$ cat config.mk
export PLATFORM = sky130hd
export DESIGN_NAME = qdac_frontend
export DESIGN_NICKNAME = d
export VERILOG_FILES = /design/src/rtl/qdac_pkg.sv /design/src/rtl/qdac_reset_sync.sv /design/src/rtl/qdac_sync2.sv /design/src/rtl/qdac_shifter.sv /design/src/rtl/qdac_chan_bank.sv /design/src/rtl/qdac_frontend.sv
export SDC_FILE = /design/constraint.sdc
export NUM_CORES = 1
export LEC_CHECK = 0
export BUFFER_PORTS_ARGS = -buffer_cell sky130_fd_sc_hd__buf_2
export CAP_MARGIN = 20
export CORE_MARGIN = 3
export CORE_UTILIZATION = 57
export CTS_CLUSTER_DIAMETER = 40
export DETAILED_ROUTE_END_ITERATION = 10
export GPL_ROUTABILITY_DRIVEN = 0
export GPL_TIMING_DRIVEN = 0
export PLACE_DENSITY_LB_ADDON = 0.05
export SYNTH_ARGS = -nofsm -noshare
export SYNTH_HDL_FRONTEND = slang
export SYNTH_SLANG_ARGS = --single-unit
$ cat constraint.sdc
create_clock -name clk -period 4.8 [get_ports clk]
set_input_delay 0.48 -clock clk [delete_from_list [all_inputs] [get_ports clk]]
set_output_delay 0.48 -clock clk [all_outputs]
set_load 0.02 [all_outputs]
$ cat src/rtl/qdac_pkg.sv
package qdac_pkg;
  localparam int ADDR_W = 2;
  localparam int NCH    = 1 << ADDR_W;
  localparam int HDR_W  = ADDR_W + 2;

  typedef enum logic [1:0] {
    CMD_WRITE   = 2'd0,
    CMD_OFF_ONE = 2'd1,
    CMD_OFF_ALL = 2'd2
  } cmd_e;

  function automatic cmd_e decode_cmd(input logic all_f, input logic one_f);
    if (all_f)      return CMD_OFF_ALL;
    else if (one_f) return CMD_OFF_ONE;
    else            return CMD_WRITE;
  endfunction
endpackage

$ cat src/rtl/qdac_reset_sync.sv
module qdac_reset_sync (
  input  logic clk,
  input  logic arst_n,
  output logic rst_q_n
);
  logic stage_q;

  always_ff @(posedge clk or negedge arst_n) begin
    if (!arst_n) begin
      stage_q <= 1'b0;
      rst_q_n <= 1'b0;
    end else begin
      stage_q <= 1'b1;
      rst_q_n <= stage_q;
    end
  end
endmodule

$ cat src/rtl/qdac_sync2.sv
module qdac_sync2 #(
  parameter logic RST_VAL = 1'b0
) (
  input  logic clk,
  input  logic rst_n,
  input  logic d,
  output logic q
);
  logic meta_q;

  always_ff @(posedge clk or negedge rst_n) begin
    if (!rst_n) begin
      meta_q <= RST_VAL;
      q      <= RST_VAL;
    end else begin
      meta_q <= d;
      q      <= meta_q;
    end
  end
endmodule

$ cat src/rtl/qdac_shifter.sv
module qdac_shifter #(
  parameter int FRAME_W = 16
) (
  input  logic               clk,
  input  logic               rst_n,
  input  logic               sclk_s,
  input  logic               sel_s,
  input  logic               din_s,
  output logic [FRAME_W-1:0] frame,
  output logic               commit
);
  logic               sclk_d, sel_d;
  logic [FRAME_W-1:0] shreg_q, shreg_d;
  logic               shift_en;

  assign shift_en = sclk_s & ~sclk_d & ~sel_s;
  assign commit   = sel_s & ~sel_d;
  assign frame    = shreg_q;

  always_comb begin
    shreg_d = shreg_q;
    if (shift_en) shreg_d = {shreg_q[FRAME_W-2:0], din_s};
  end

  always_ff @(posedge clk or negedge rst_n) begin
    if (!rst_n) begin
      sclk_d  <= 1'b0;
      sel_d   <= 1'b1;
      shreg_q <= '0;
    end else begin
      sclk_d  <= sclk_s;
      sel_d   <= sel_s;
      shreg_q <= shreg_d;
    end
  end

  // nothing shifts while select is high
  assert_hold_when_idle_R2: assert property (@(posedge clk) disable iff (!rst_n)
    sel_s |=> $stable(shreg_q));
endmodule

$ cat src/rtl/qdac_chan_bank.sv
module qdac_chan_bank
  import qdac_pkg::*;
#(
  parameter int DATA_W  = 12,
  parameter int FRAME_W = DATA_W + HDR_W
) (
  input  logic                  clk,
  input  logic                  rst_n,
  input  logic                  data_rst_n,
  input  logic                  commit,
  input  logic [FRAME_W-1:0]    frame,
  input  logic                  load_s,
  output logic [NCH*DATA_W-1:0] dac_out,
  output logic [NCH-1:0]        chan_off
);
  logic [NCH-1:0][DATA_W-1:0] in_q, in_d, dac_q, dac_d;
  logic [NCH-1:0]             off_q, off_d;
  logic [ADDR_W-1:0]          addr;
  logic [DATA_W-1:0]          code;
  cmd_e                       cmd;

  assign cmd  = decode_cmd(frame[FRAME_W-1], frame[FRAME_W-2]);
  assign addr = frame[DATA_W +: ADDR_W];
  assign code = frame[DATA_W-1:0];

  always_comb begin
    in_d  = in_q;
    off_d = off_q;
    if (commit) begin
      unique case (cmd)
        CMD_OFF_ALL: off_d = '1;
        CMD_OFF_ONE: off_d[addr] = 1'b1;
        default: begin
          in_d[addr]  = code;
          off_d[addr] = 1'b0;
        end
      endcase
    end
  end

  always_comb begin
    dac_d = dac_q;
    if (!load_s) dac_d = in_q;
  end

  always_ff @(posedge clk or negedge data_rst_n) begin
    if (!data_rst_n) begin
      in_q  <= '0;
      dac_q <= '0;
    end else begin
      in_q  <= in_d;
      dac_q <= dac_d;
    end
  end

  always_ff @(posedge clk or negedge rst_n) begin
    if (!rst_n) off_q <= '0;
    else        off_q <= off_d;
  end

  assign chan_off = off_q;

  for (genvar i = 0; i < NCH; i++) begin : g_out
    assign dac_out[i*DATA_W +: DATA_W] = off_q[i] ? '0 : dac_q[i];
  end

  // power-down-all reaches every channel
  assert_all_off_R4: assert property (@(posedge clk) disable iff (!rst_n)
    (commit && cmd == CMD_OFF_ALL) |=> (&off_q));
  // output registers hold while load is high
  assert_dac_hold_R6: assert property (@(posedge clk) disable iff (!data_rst_n)
    load_s |=> $stable(dac_q));
  // output registers follow staging while load is low
  assert_dac_follow_R6: assert property (@(posedge clk) disable iff (!data_rst_n)
    !load_s |=> (dac_q == $past(in_q)));
  // a normal write wakes the addressed channel
  assert_write_wakes_R9: assert property (@(posedge clk) disable iff (!rst_n)
    (commit && cmd == CMD_WRITE) |=> !off_q[$past(addr)]);
  // clear holds all codes at zero
  assert_clear_zero_R7: assert property (@(posedge clk) disable iff (!rst_n)
    !data_rst_n |-> (in_q == '0 && dac_q == '0));
endmodule

$ cat src/rtl/qdac_frontend.sv
module qdac_frontend
  import qdac_pkg::*;
#(
  parameter int DATA_W = 12
) (
  input  logic                  clk,
  input  logic                  rst_n,
  input  logic                  clr_n,
  input  logic                  ser_clk,
  input  logic                  ser_sel_n,
  input  logic                  ser_din,
  input  logic                  load_n,
  output logic [NCH*DATA_W-1:0] dac_out,
  output logic [NCH-1:0]        chan_off
);
  localparam int FRAME_W = DATA_W + HDR_W;
  localparam int NSYNC   = 4;
  localparam logic [NSYNC-1:0] SYNC_RST = 4'b1010; // load_n, din, sel, sclk

  logic               rst_q_n, clr_q_n, data_rst_n;
  logic [NSYNC-1:0]   raw_in, sync_out;
  logic [FRAME_W-1:0] frame;
  logic               commit;

  qdac_reset_sync u_rst_sync (.clk(clk), .arst_n(rst_n), .rst_q_n(rst_q_n));
  qdac_reset_sync u_clr_sync (.clk(clk), .arst_n(rst_n & clr_n), .rst_q_n(clr_q_n));

  assign data_rst_n = rst_q_n & clr_q_n;
  assign raw_in     = {load_n, ser_din, ser_sel_n, ser_clk};

  for (genvar i = 0; i < NSYNC; i++) begin : g_sync
    qdac_sync2 #(.RST_VAL(SYNC_RST[i])) u_sync (
      .clk(clk), .rst_n(rst_q_n), .d(raw_in[i]), .q(sync_out[i]));
  end

  qdac_shifter #(.FRAME_W(FRAME_W)) u_shift (
    .clk(clk), .rst_n(rst_q_n),
    .sclk_s(sync_out[0]), .sel_s(sync_out[1]), .din_s(sync_out[2]),
    .frame(frame), .commit(commit));

  qdac_chan_bank #(.DATA_W(DATA_W), .FRAME_W(FRAME_W)) u_bank (
    .clk(clk), .rst_n(rst_q_n), .data_rst_n(data_rst_n),
    .commit(commit), .frame(frame), .load_s(sync_out[3]),
    .dac_out(dac_out), .chan_off(chan_off));
endmodule

==> implementation parameters, run 1 <==
Parameter                              Value

Run status
  Outcome ... finished, final reports clean

Routing
  Routed WL ... 9425 um
  Number of iterations in the first detailed-routing pass ... 4
  Number of remaining DRC errors ... 0
  Routed len/inst ... between 15 and 20 um
  Vias post-DR ... between 2000 and 3000
  First-iteration detailed-routing DRC count ... between 70 and 80
  Routed wl met2 ... 4482 um
  Number of nets with antenna violations after routing ... 0
  Met1 wire length ... around 4500 um
  Max Used Layer ... met4
  Met3 wirelength from detailed routing ... ~370 um
  Drt via density ... 5.231

Logic synthesis
  Main combinational cell family by area after synthesis ... multiplexers
  Biggest area contributors in the synthesized netlist ... sky130_fd_sc_hd__dfrtp_1 (62%), sky130_fd_sc_hd__mux2_2 (25%), sky130_fd_sc_hd__nor2b_1 (6.3%)
  Post-synthesis compound-gate area fraction ... ~1.2%
  Synthesized-area fraction occupied by and/or/nand/nor cells ... approximately 7.8%
  Average footprint of a synthesized cell ... 15.48 um2
  Mux cell area share after synthesis ... between 20% and 30%
  Total of warnings raised by yosys ... 0
  Unique cell type count in the Yosys netlist ... 18
  Fraction of post-synthesis cell area in the top cell type by area ... between 60% and 70%
  Post-Syn Area ... between 0.005 and 0.006 mm2
  Xor-xnor portion of the synthesized cell area ... 0%
  Adder and majority cell fraction of the synthesized area ... 0%
  Sequential element share of the synthesized area ... 64.40%
  Synth Register Bits ... between 100 and 150
  Yosys top cell by area ... sky130_fd_sc_hd__dfrtp_1
  Number of standard cells after synthesis ... approximately 330

Power
  Internal portion of total power ... approximately 2300 uW
  Switching component of the power ... ~710 uW
  Power density of the placed cells ... between 400 and 500 mW/mm2
  Leakage dissipation ... around 0.0033 uW
  Largest voltage drop on the vdd net ... around 320 uV
  Clock power share ... about half
  Combinational share of power ... 7.6%
  Register share of total power ... ~44%
  Sw Share ... between 20% and 30%

Clock network
  Clock input transition at the sequential cells of the worst setup and hold paths ... about 0.060 ns
  Clock tree from TritonCTS ... yes
  Cells resized by post-CTS repair ... 0
  Number of H-tree levels ... 4
  Clock buffers created by TritonCTS ... 17
  Source-to-sink clock delay at the later pin of the worst-skew pair ... around 0.50 ns
  Number of clock sinks ... 130
  Clock tree root driver cell ... sky130_fd_sc_hd__clkbuf_8
  Number of buffers on the longest clock path ... 2

Worst setup path
  Slowest library cell on the worst path ... sky130_fd_sc_hd__dfrtp_1
  CP Data Required Time ... ~4.3 ns
  Critical path, cell by cell ... clkbuf_1 -> nor2b_1 -> buf_2
  Critical path launch point type ... flip-flop
  R2R Path Start ... g_sync[1].u_sync.q
  CP Launch Point ... u_bank.chan_off[3]
  Maximum single-stage delay on the critical path ... about 0.43 ns
  Startpoint-to-endpoint class of the critical path ... flip-flop to primary output
  Critical path peak fanout ... 10
  Critical Path AT ... between 1.5 and 2 ns
  Nature of the critical path endpoint ... primary output

Timing
  Worst Hold Margin ... a little over 0.07 ns
  Hold Fails Final Rpt ... 0
  Final worst path period share ... between 40% and 50%
  Post-Route Skew ... around 0.0082 ns
  Worst-case headroom to the max-slew limit ... a little over half
  Total setup violations reported at the end of the flow ... 0
  Worst Setup Slack, final ... between 2 and 3 ns
  FMAX ... between 400 and 500 MHz
  Max-slew violation count ... 0
  Pin slew with the least headroom to its limit ... around 0.7 ns
  Minimum clock period after layout ... 2.106 ns
  RSZ-0062 raised after global routing ... false

GRT
  Overflow after GRT ... 0
  Initial antenna violation count ... 0
  Overall global routing resource usage ... 21.00%
  Largest net degree at the start of global routing ... about 50
  Number of global-route vias before repair ... around 3000
  Wire length of the first global-routing pass ... 15700 um

Place
  Placed wire-length estimate after detailed placement ... around 6000 um
  Instance area after placement ... between 0.005 and 0.006 mm2
  Total of buffers placed on input and output ports ... 58
  Post-Place Worst Slack ... between 2 and 3 ns

Flow run
  Max-Cap Viols ... 0

Finish
  Proportion of layout cells with a drive suffix above 1 ... 52.37%
  Final core occ ... between 70 and 80%
  Filler instances ... about 550
  Fin area ... a little over 0.006 mm2
  # nets final ... between 400 and 500
  Number of antenna diodes ... 0
  Area overhead of the layout relative to synthesis ... 23.19%

Floorplanning
  Die span in x ... between 100 and 150 um
  Initial core utilization ... around 60%
  Top Ports ... 59
  Die outline height ... 100.2 um
  Core box area ... approximately 0.0084 mm2
  Count of standard-cell rows ... 33
  Area enclosed by the die boundary ... 0.01005 mm2

Worst hold path
  HP Start ... load_n
  Hold WC Path Type ... input pin to flip-flop
==> metrics by stage <==
| step | power, uW | TNS (ns) | std cells |
|---|---|---|---|
| 3_3_place_gp | 1550 | -66.63 | 491 |
| 6_report | 2986 | 0 | 527 |
| 3_5_place_dp | 1569 | 0 | 493 |
| 2_1_floorplan | 1447 | 0 | 328 |
| 4_1_cts | 3015 | 0 | 527 |
| 5_1_grt | 3100 | 0 | 527 |
==> worst paths after layout <==
path                       slack, ns                       to  cells past startpoint
setup reg to reg                2.96          u_bank.in_q[46]                      5
setup / recovery                2.69              dac_out[42]                      3
hold reg to reg                 0.29       u_bank.chan_off[3]                      0
max in group asynchronous       3.13          u_bank.in_q[23]                      2
hold / removal                  0.07  g_sync[3].u_sync.meta_q                      1
min in group asynchronous       0.29       u_bank.chan_off[3]                      0
==> sequential cells by signal, summed over array words and instances, names as in the netlist, 4 cells and up <==
| name | flops |
|---|---|
| u_bank.chan_off | 4 |
| u_shift.frame | 16 |
| g_sync.u_sync.q | 4 |
| u_bank.in_q | 48 |
| u_bank.dac_q | 48 |
| g_sync.u_sync.meta_q | 4 |
==> cells in the final DEF, fill, tap and decap left out, drive strengths merged <==
| cell | instances |
|---|---|
| clkbuf | 24 |
| dfrtp | 125 |
| conb | 2 |
| clkinv | 5 |
| buf | 69 |
| nor3b | 1 |
| nand2 | 3 |
| nor4b | 1 |
| and2 | 2 |
| and3 | 1 |
| nor2b | 51 |
| nor2 | 2 |
| inv | 3 |
| dlygate4sd3 | 2 |
| mux2 | 112 |
| bufinv | 6 |
| o21a | 6 |
| a21o | 1 |
| dfstp | 5 |
| a21oi | 1 |
==> synth_stat cells <==
master,number
sky130_fd_sc_hd__buf_4,3
sky130_fd_sc_hd__clkbuf_1,6
sky130_fd_sc_hd__buf_8,1
sky130_fd_sc_hd__dfstp_2,5
sky130_fd_sc_hd__nand2_1,3
sky130_fd_sc_hd__o21a_1,6
sky130_fd_sc_hd__a21o_2,1
sky130_fd_sc_hd__nor4b_4,1
sky130_fd_sc_hd__nor3b_2,1
sky130_fd_sc_hd__conb_1,1
sky130_fd_sc_hd__nor2_1,2
sky130_fd_sc_hd__and2_1,2
sky130_fd_sc_hd__and3_1,1
sky130_fd_sc_hd__nor2b_1,51
sky130_fd_sc_hd__buf_2,5
sky130_fd_sc_hd__mux2_2,112
sky130_fd_sc_hd__dfrtp_1,125
sky130_fd_sc_hd__a21oi_1,1
==> layer usage <==
layer  up-vias  global-route usage [%]
met5         -                       0
met4         0                   7.461
met3         8                   5.768
li1       1288                       -
met2        56                   32.06
met1      1405                   29.24
==> worst max-delay path: cells and delay by family, from the launching register on <==
kind	cells	cell delay (ns)
buffers and inverters	2	0.59
DFF	1	0.43
and+or+nand+nor	1	0.11
==> layout make-up <==
cell class              instances  area [um2]  share of cell area [%]
flip-flops and latches        130        3259                   52.28
repair buffers                 62       365.4                   5.860
clock buffers                  18       417.9                   6.703
plain buffers                  15       85.08                   1.365
multi-input cells             183        1723                   27.63
well taps                     105       131.4                   2.107
clock inverters                14       252.7                   4.054
==> power by group through the flow <==
stage	Sequential (uW)	Combinational, uW	Clock, uW
floorplan	1280	172	0
global placement	1340	212	0
detailed placement	1340	229	0
CTS	1320	231	1460
global route	1340	250	1510
finish	1320	226	1440
==> what timing repair did <==
action                                 CTS  global route
buffers inserted                         0             0
hold buffers                             2             0
endpoints found under the hold margin    4             0
==> logic make-up after synthesis <==
group | after synthesis
other | 1
DFF | 130
buffers and inverters | 15
AOI/OAI and AO/OA | 8
and+or+nand+nor | 61
muxes | 112
(Power assumes the default switching activity.)
==> run 2: changes to the inputs <==
CORE_UTILIZATION = 52   (was 57)
clock period = 1.8 ns   (was 4.8 ns; I/O delays follow)
==> implementation parameters, run 2 (synthesis results as in run 1) <==
Parameter                              Value

Clock network
  Clock input transition at the sequential cells of the worst setup and hold paths ... about 0.060 ns
  Clock tree from TritonCTS ... yes
  Clock buffers created by TritonCTS ... 17
  Source-to-sink clock delay at the later pin of the worst-skew pair ... roughly 0.51 ns
  Number of clock sinks ... between 100 and 150
  Number of buffers on the longest clock path ... 2
  Clock tree root driver cell ... sky130_fd_sc_hd__clkbuf_8
  Number of H-tree levels ... 4

Routing
  Number of remaining DRC errors ... 0
  Routed len/inst ... around 17 um
  Number of iterations in the first detailed-routing pass ... 4
  Vias post-DR ... 2808
  Routed WL ... about 9300 um
  Drt via density ... about 5
  Number of nets with antenna violations after routing ... 0
  First-iteration detailed-routing DRC count ... 63

Worst setup path
  Critical path launch point type ... flip-flop
  CP Data Required Time ... ~2.2 ns
  Maximum single-stage delay on the critical path ... 0.58 ns
  Critical Path AT ... between 2 and 2.5 ns
  Slowest library cell on the worst path ... sky130_fd_sc_hd__dfstp_2
  Critical path peak fanout ... 10
  Startpoint-to-endpoint class of the critical path ... flip-flop to flip-flop
  Nature of the critical path endpoint ... flip-flop
  Critical path, cell by cell ... nor4b_4 -> buf_4 -> nand2_1 -> buf_6 -> mux2_2

Floorplanning
  Initial core utilization ... 54.26%
  Count of standard-cell rows ... 35
  Core box area ... 0.009328 mm2
  Die outline height ... ~100 um
  Area enclosed by the die boundary ... 0.01095 mm2
  Die span in x ... 104.7 um
  Top Ports ... 59

Finish
  Area of the multi-input gates ... 0.001729 mm2
  Reg area ... 0.003263 mm2
  Top library cells by usage in the layout, fill and taps aside ... sky130_fd_sc_hd__dfrtp_1 (124), sky130_fd_sc_hd__mux2_2 (112), sky130_fd_sc_hd__buf_2 (62), sky130_fd_sc_hd__nor2b_1 (51), sky130_fd_sc_hd__clkbuf_16 (16)
  # nets final ... 417
  Proportion of layout cells with a drive suffix above 1 ... 52.72%
  Area overhead of the layout relative to synthesis ... 22.92%
  Number of antenna diodes ... 0
  Commonest non-fill, non-tap cell in the layout ... sky130_fd_sc_hd__dfrtp_1
  Fin area ... approximately 0.0062 mm2
  Filler instances ... just over 700

GRT
  Overflow after GRT ... 0
  Overall global routing resource usage ... ~19%
  Largest net degree at the start of global routing ... between 60 and 70
  Initial antenna violation count ... 0
  Wire length of the first global-routing pass ... 15570 um
  Number of global-route vias before repair ... just under 3000

Power
  Leakage dissipation ... roughly 0.0033 uW
  Largest voltage drop on the vdd net ... between 700 and 800 uV
  Power density of the placed cells ... approximately 1200 mW/mm2

Flow run
  Max-Cap Viols ... 0

Timing
  Worst-case headroom to the max-slew limit ... between 50% and 60%
  Final worst path period share ... between 90 and 100%
  Total setup violations reported at the end of the flow ... 0
  Worst Hold Margin ... ~0.099 ns
  Hold Fails Final Rpt ... 0
  Minimum clock period after layout ... ~1.7 ns
  RSZ-0062 raised after global routing ... true
  Max-slew violation count ... 0
  FMAX ... 590.1 MHz
  Sum Neg Setup Slack ... 0 ns
  Worst Setup Slack, final ... 0.1055 ns
  Post-Route Skew ... roughly 0.013 ns
  Pin slew with the least headroom to its limit ... between 0.7 and 0.8 ns

Place
  Placed wire-length estimate after detailed placement ... 6001 um
  Instance area after placement ... between 0.005 and 0.006 mm2
  Total of buffers placed on input and output ports ... 58
  Post-Place Worst Slack ... -0.03259 ns

Run status
  Outcome ... finished, final reports clean

Worst hold path
  Hold WC Path Type ... input pin to async pin
==> run 2: changes by cell type in the layout (fill, tap and decap cells not counted), sizes merged <==
cell,before,now
clkbuf,24,21
clkinv,5,3
buf,69,68
clkinvlp,0,4
inv,3,4
dlygate4sd3,2,7
bufinv,6,3
==> run 2: timing repair <==
action	in CTS	in global routing
gates resized for setup	0	6
hold buffers	7	0
endpoints found under the hold margin	8	0
setup endpoints to repair	28	91
setup buffers	1	0
pin swaps	0	1
==> run 2: where the power goes <==
part | internal, uW | total (uW) | switching [uW]
clock | 2160 | 3440 | 1270
combinational | 327 | 590 | 263
sequential | 3200 | 3540 | 335
==> run 2: per-stage QoR <==
| step | total power [uW] | instances | util (%) |
|---|---|---|---|
| 6_report | 7564 | 552 | 66.69 |
| 4_1_cts | 7650 | 553 | 66.68 |
| 2_1_floorplan | 3861 | 328 | - |
| 3_5_place_dp | 4180 | 516 | 59.48 |
| 3_3_place_gp | 4142 | 515 | 59.18 |
| 5_1_grt | 7873 | 552 | 66.69 |
==> run 2: worst max-delay path: cells and delay by family (launching register included) <==
family	cells	cell delay, ns
simple gates	2	0.35
buf+inv	2	0.36
flops	1	0.58
mux	1	0.28
==> run 2: final timing paths <==
check                                        start  slack (ns)  cells past startpoint                       to
worst max-delay path            g_sync[1].u_sync.q        0.11                      5          u_bank.in_q[10]
worst min-delay path                         clr_n         0.1                      3       u_clr_sync.rst_q_n
worst max register to register  g_sync[1].u_sync.q        0.11                      5          u_bank.in_q[10]
worst min register to register  u_rst_sync.rst_q_n        0.27                      0         u_shift.frame[8]
max in group asynchronous       u_rst_sync.rst_q_n        0.34                      2          u_bank.in_q[13]
min in group clk                           ser_din        0.31                      2  g_sync[2].u_sync.meta_q
==> run 2: cell type report <==
cell class,instances,share of cell area (%)
sequential,130,52.45
multi-input combinational,183,27.80
clock buffer,18,6.879
timing repair buffer,67,6.356
clock inverter,14,2.856
tap,129,2.595
buffer,11,1.066
==> run 2: metal layers <==
layer	GRT usage, %	wire, um
met1	25.33	4402
met3	4.694	295
met4	6.467	93
met2	29.29	4553
met5	0	0
==> run 3: changes to the inputs <==
CORE_UTILIZATION = 62   (was 52)
SKIP_LAST_GASP = 1   (was not set)
SLEW_MARGIN = 20   (was not set)
clock period = 2.1 ns   (was 1.8 ns; I/O delays follow)
==> implementation parameters, run 3 (synthesis results as in run 1) <==
Parameter                              Value

Run status
  Outcome ... finished, final reports clean

Timing
  Minimum clock period after layout ... around 1.9 ns
  RSZ-0062 raised after global routing ... false
  Worst Hold Margin ... around 0.12 ns
  FMAX ... between 500 and 600 MHz
  Max-slew violation count ... 0
  Final worst path period share ... between 80% and 90%
  Worst-case headroom to the max-slew limit ... 51.05%
  Hold Fails Final Rpt ... 0
  Pin slew with the least headroom to its limit ... roughly 0.73 ns
  Sum Neg Setup Slack ... 0 ns
  Total setup violations reported at the end of the flow ... 0
  Post-Route Skew ... a little under 0.008 ns

Clock network
  Source-to-sink clock delay at the later pin of the worst-skew pair ... 0.51 ns
  Clock buffers created by TritonCTS ... 17
  Clock tree root driver cell ... sky130_fd_sc_hd__clkbuf_8
  Number of buffers on the longest clock path ... 2
  Clock input transition at the sequential cells of the worst setup and hold paths ... ~0.060 ns
  Clock tree from TritonCTS ... yes
  Number of clock sinks ... 130
  Number of H-tree levels ... 4

Worst setup path
  Maximum single-stage delay on the critical path ... approximately 0.57 ns
  Critical path peak fanout ... 10
  Critical path, cell by cell ... nor4b_4 -> and3_1 -> buf_2 -> buf_8 -> mux2_2
  Startpoint-to-endpoint class of the critical path ... flip-flop to flip-flop
  CP Data Required Time ... ~2.5 ns
  Slowest library cell on the worst path ... sky130_fd_sc_hd__dfstp_2
  Nature of the critical path endpoint ... flip-flop
  Critical path launch point type ... flip-flop
  Critical Path AT ... 2.27 ns

Power
  Leakage dissipation ... 0.003284 uW
  Largest voltage drop on the vdd net ... 756.5 uV
  Power density of the placed cells ... 1071 mW/mm2

GRT
  Wire length of the first global-routing pass ... roughly 15000 um
  Overall global routing resource usage ... a little under a quarter
  Largest net degree at the start of global routing ... 59
  Number of global-route vias before repair ... slightly above 3000
  Overflow after GRT ... 0
  Initial antenna violation count ... 0

Finish
  Filler instances ... between 400 and 500
  Top library cells by usage in the layout, fill and taps aside ... sky130_fd_sc_hd__dfrtp_1 (124), sky130_fd_sc_hd__mux2_2 (112), sky130_fd_sc_hd__buf_2 (63), sky130_fd_sc_hd__nor2b_1 (51), sky130_fd_sc_hd__clkbuf_16 (16)
  Number of antenna diodes ... 0
  Commonest non-fill, non-tap cell in the layout ... sky130_fd_sc_hd__dfrtp_1
  Proportion of layout cells with a drive suffix above 1 ... between 50 and 60%
  # nets final ... 420
  Area overhead of the layout relative to synthesis ... 22.97%

Routing
  Number of iterations in the first detailed-routing pass ... 4
  Routed WL ... roughly 9400 um
  First-iteration detailed-routing DRC count ... 82
  Routed len/inst ... about 18 um
  Number of nets with antenna violations after routing ... 0
  Drt via density ... 5.347
  Vias post-DR ... 2823
  Number of remaining DRC errors ... 0

Floorplanning
  Initial core utilization ... approximately 65%
  Top Ports ... 59
  Die span in x ... ~96 um
  Die outline height ... 96.35 um
  Area enclosed by the die boundary ... 0.009283 mm2
  Count of standard-cell rows ... 32
  Core box area ... around 0.0078 mm2

Place
  Placed wire-length estimate after detailed placement ... ~5800 um
  Total of buffers placed on input and output ports ... a little under 60

Worst hold path
  Hold WC Path Type ... input pin to async pin

Flow run
  Max-Cap Viols ... 0
-- run 3: path summary, 6_finish.rpt --
kind | startpoint | end | slack, ns | cells after the start
setup / recovery | g_sync[1].u_sync.q | u_bank.in_q[41] | 0.22 | 5
hold / removal | clr_n | u_clr_sync.stage_q | 0.12 | 3
setup reg to reg | g_sync[1].u_sync.q | u_bank.in_q[41] | 0.22 | 5
hold reg to reg | u_rst_sync.rst_q_n | g_sync[0].u_sync.q | 0.32 | 0
max in group asynchronous | u_rst_sync.rst_q_n | u_bank.dac_q[14] | 0.48 | 2
min in group clk | ser_sel_n | g_sync[1].u_sync.meta_q | 0.34 | 2
-- run 3: final cells by class --
type | count | area, um2 | area share [%]
Buffer | 15 | 85.08 | 1.367
Clock buffer | 19 | 431.7 | 6.936
Timing Repair Buffer | 66 | 387.9 | 6.232
Clock inverter | 13 | 207.7 | 3.337
Tap cell | 102 | 127.6 | 2.051
Sequential cell | 130 | 3261 | 52.39
Multi-Input combinational cell | 183 | 1723 | 27.68
-- run 3: where the power goes --
group	leakage, uW	internal, uW	switching [uW]	total [uW]
combinational	0.00125	279	235	514
clock	0.000300	2080	1050	3130
sequential	0.00174	2740	276	3020
total	0.00328	5100	1560	6670
-- run 3: per-stage QoR --
stage	utilization [%]	std cells	worst slack [ns]	total power, uW	area, um2
finish	79.71	528	0.2236	6667	6223
detailed placement	70.63	489	0.2738	3577	5514
CTS	79.71	528	0.2433	6728	6223
global route	79.71	528	0.1737	6912	6223
floorplan	-	328	0.1732	3309	5067
global placement	70.26	488	-0.4059	3541	5485
-- run 3: repair_timing --
item	CTS	global route
resized for setup	0	0
setup buffers	0	0
hold endpoints to repair	8	0
hold buffers	7	0
-- run 3: layer usage --
metal  vias up  track usage, %  part of all wire (%)  wire [um]
met2        61           37.21                    50       4712
met3        11           6.333                   3.9        371
li1       1295               -                     -          -
met5         -               0                     0          0
met1      1456           28.68                    45       4193
met4         0           8.995                   1.2        117
-- run 3: critical path: cells and delay by family (launching register included) --
| kind | cells | cell delay (ns) |
|---|---|---|
| flops | 1 | 0.57 |
| simple gates | 2 | 0.53 |
| mux | 1 | 0.34 |
| buf+inv | 2 | 0.32 |
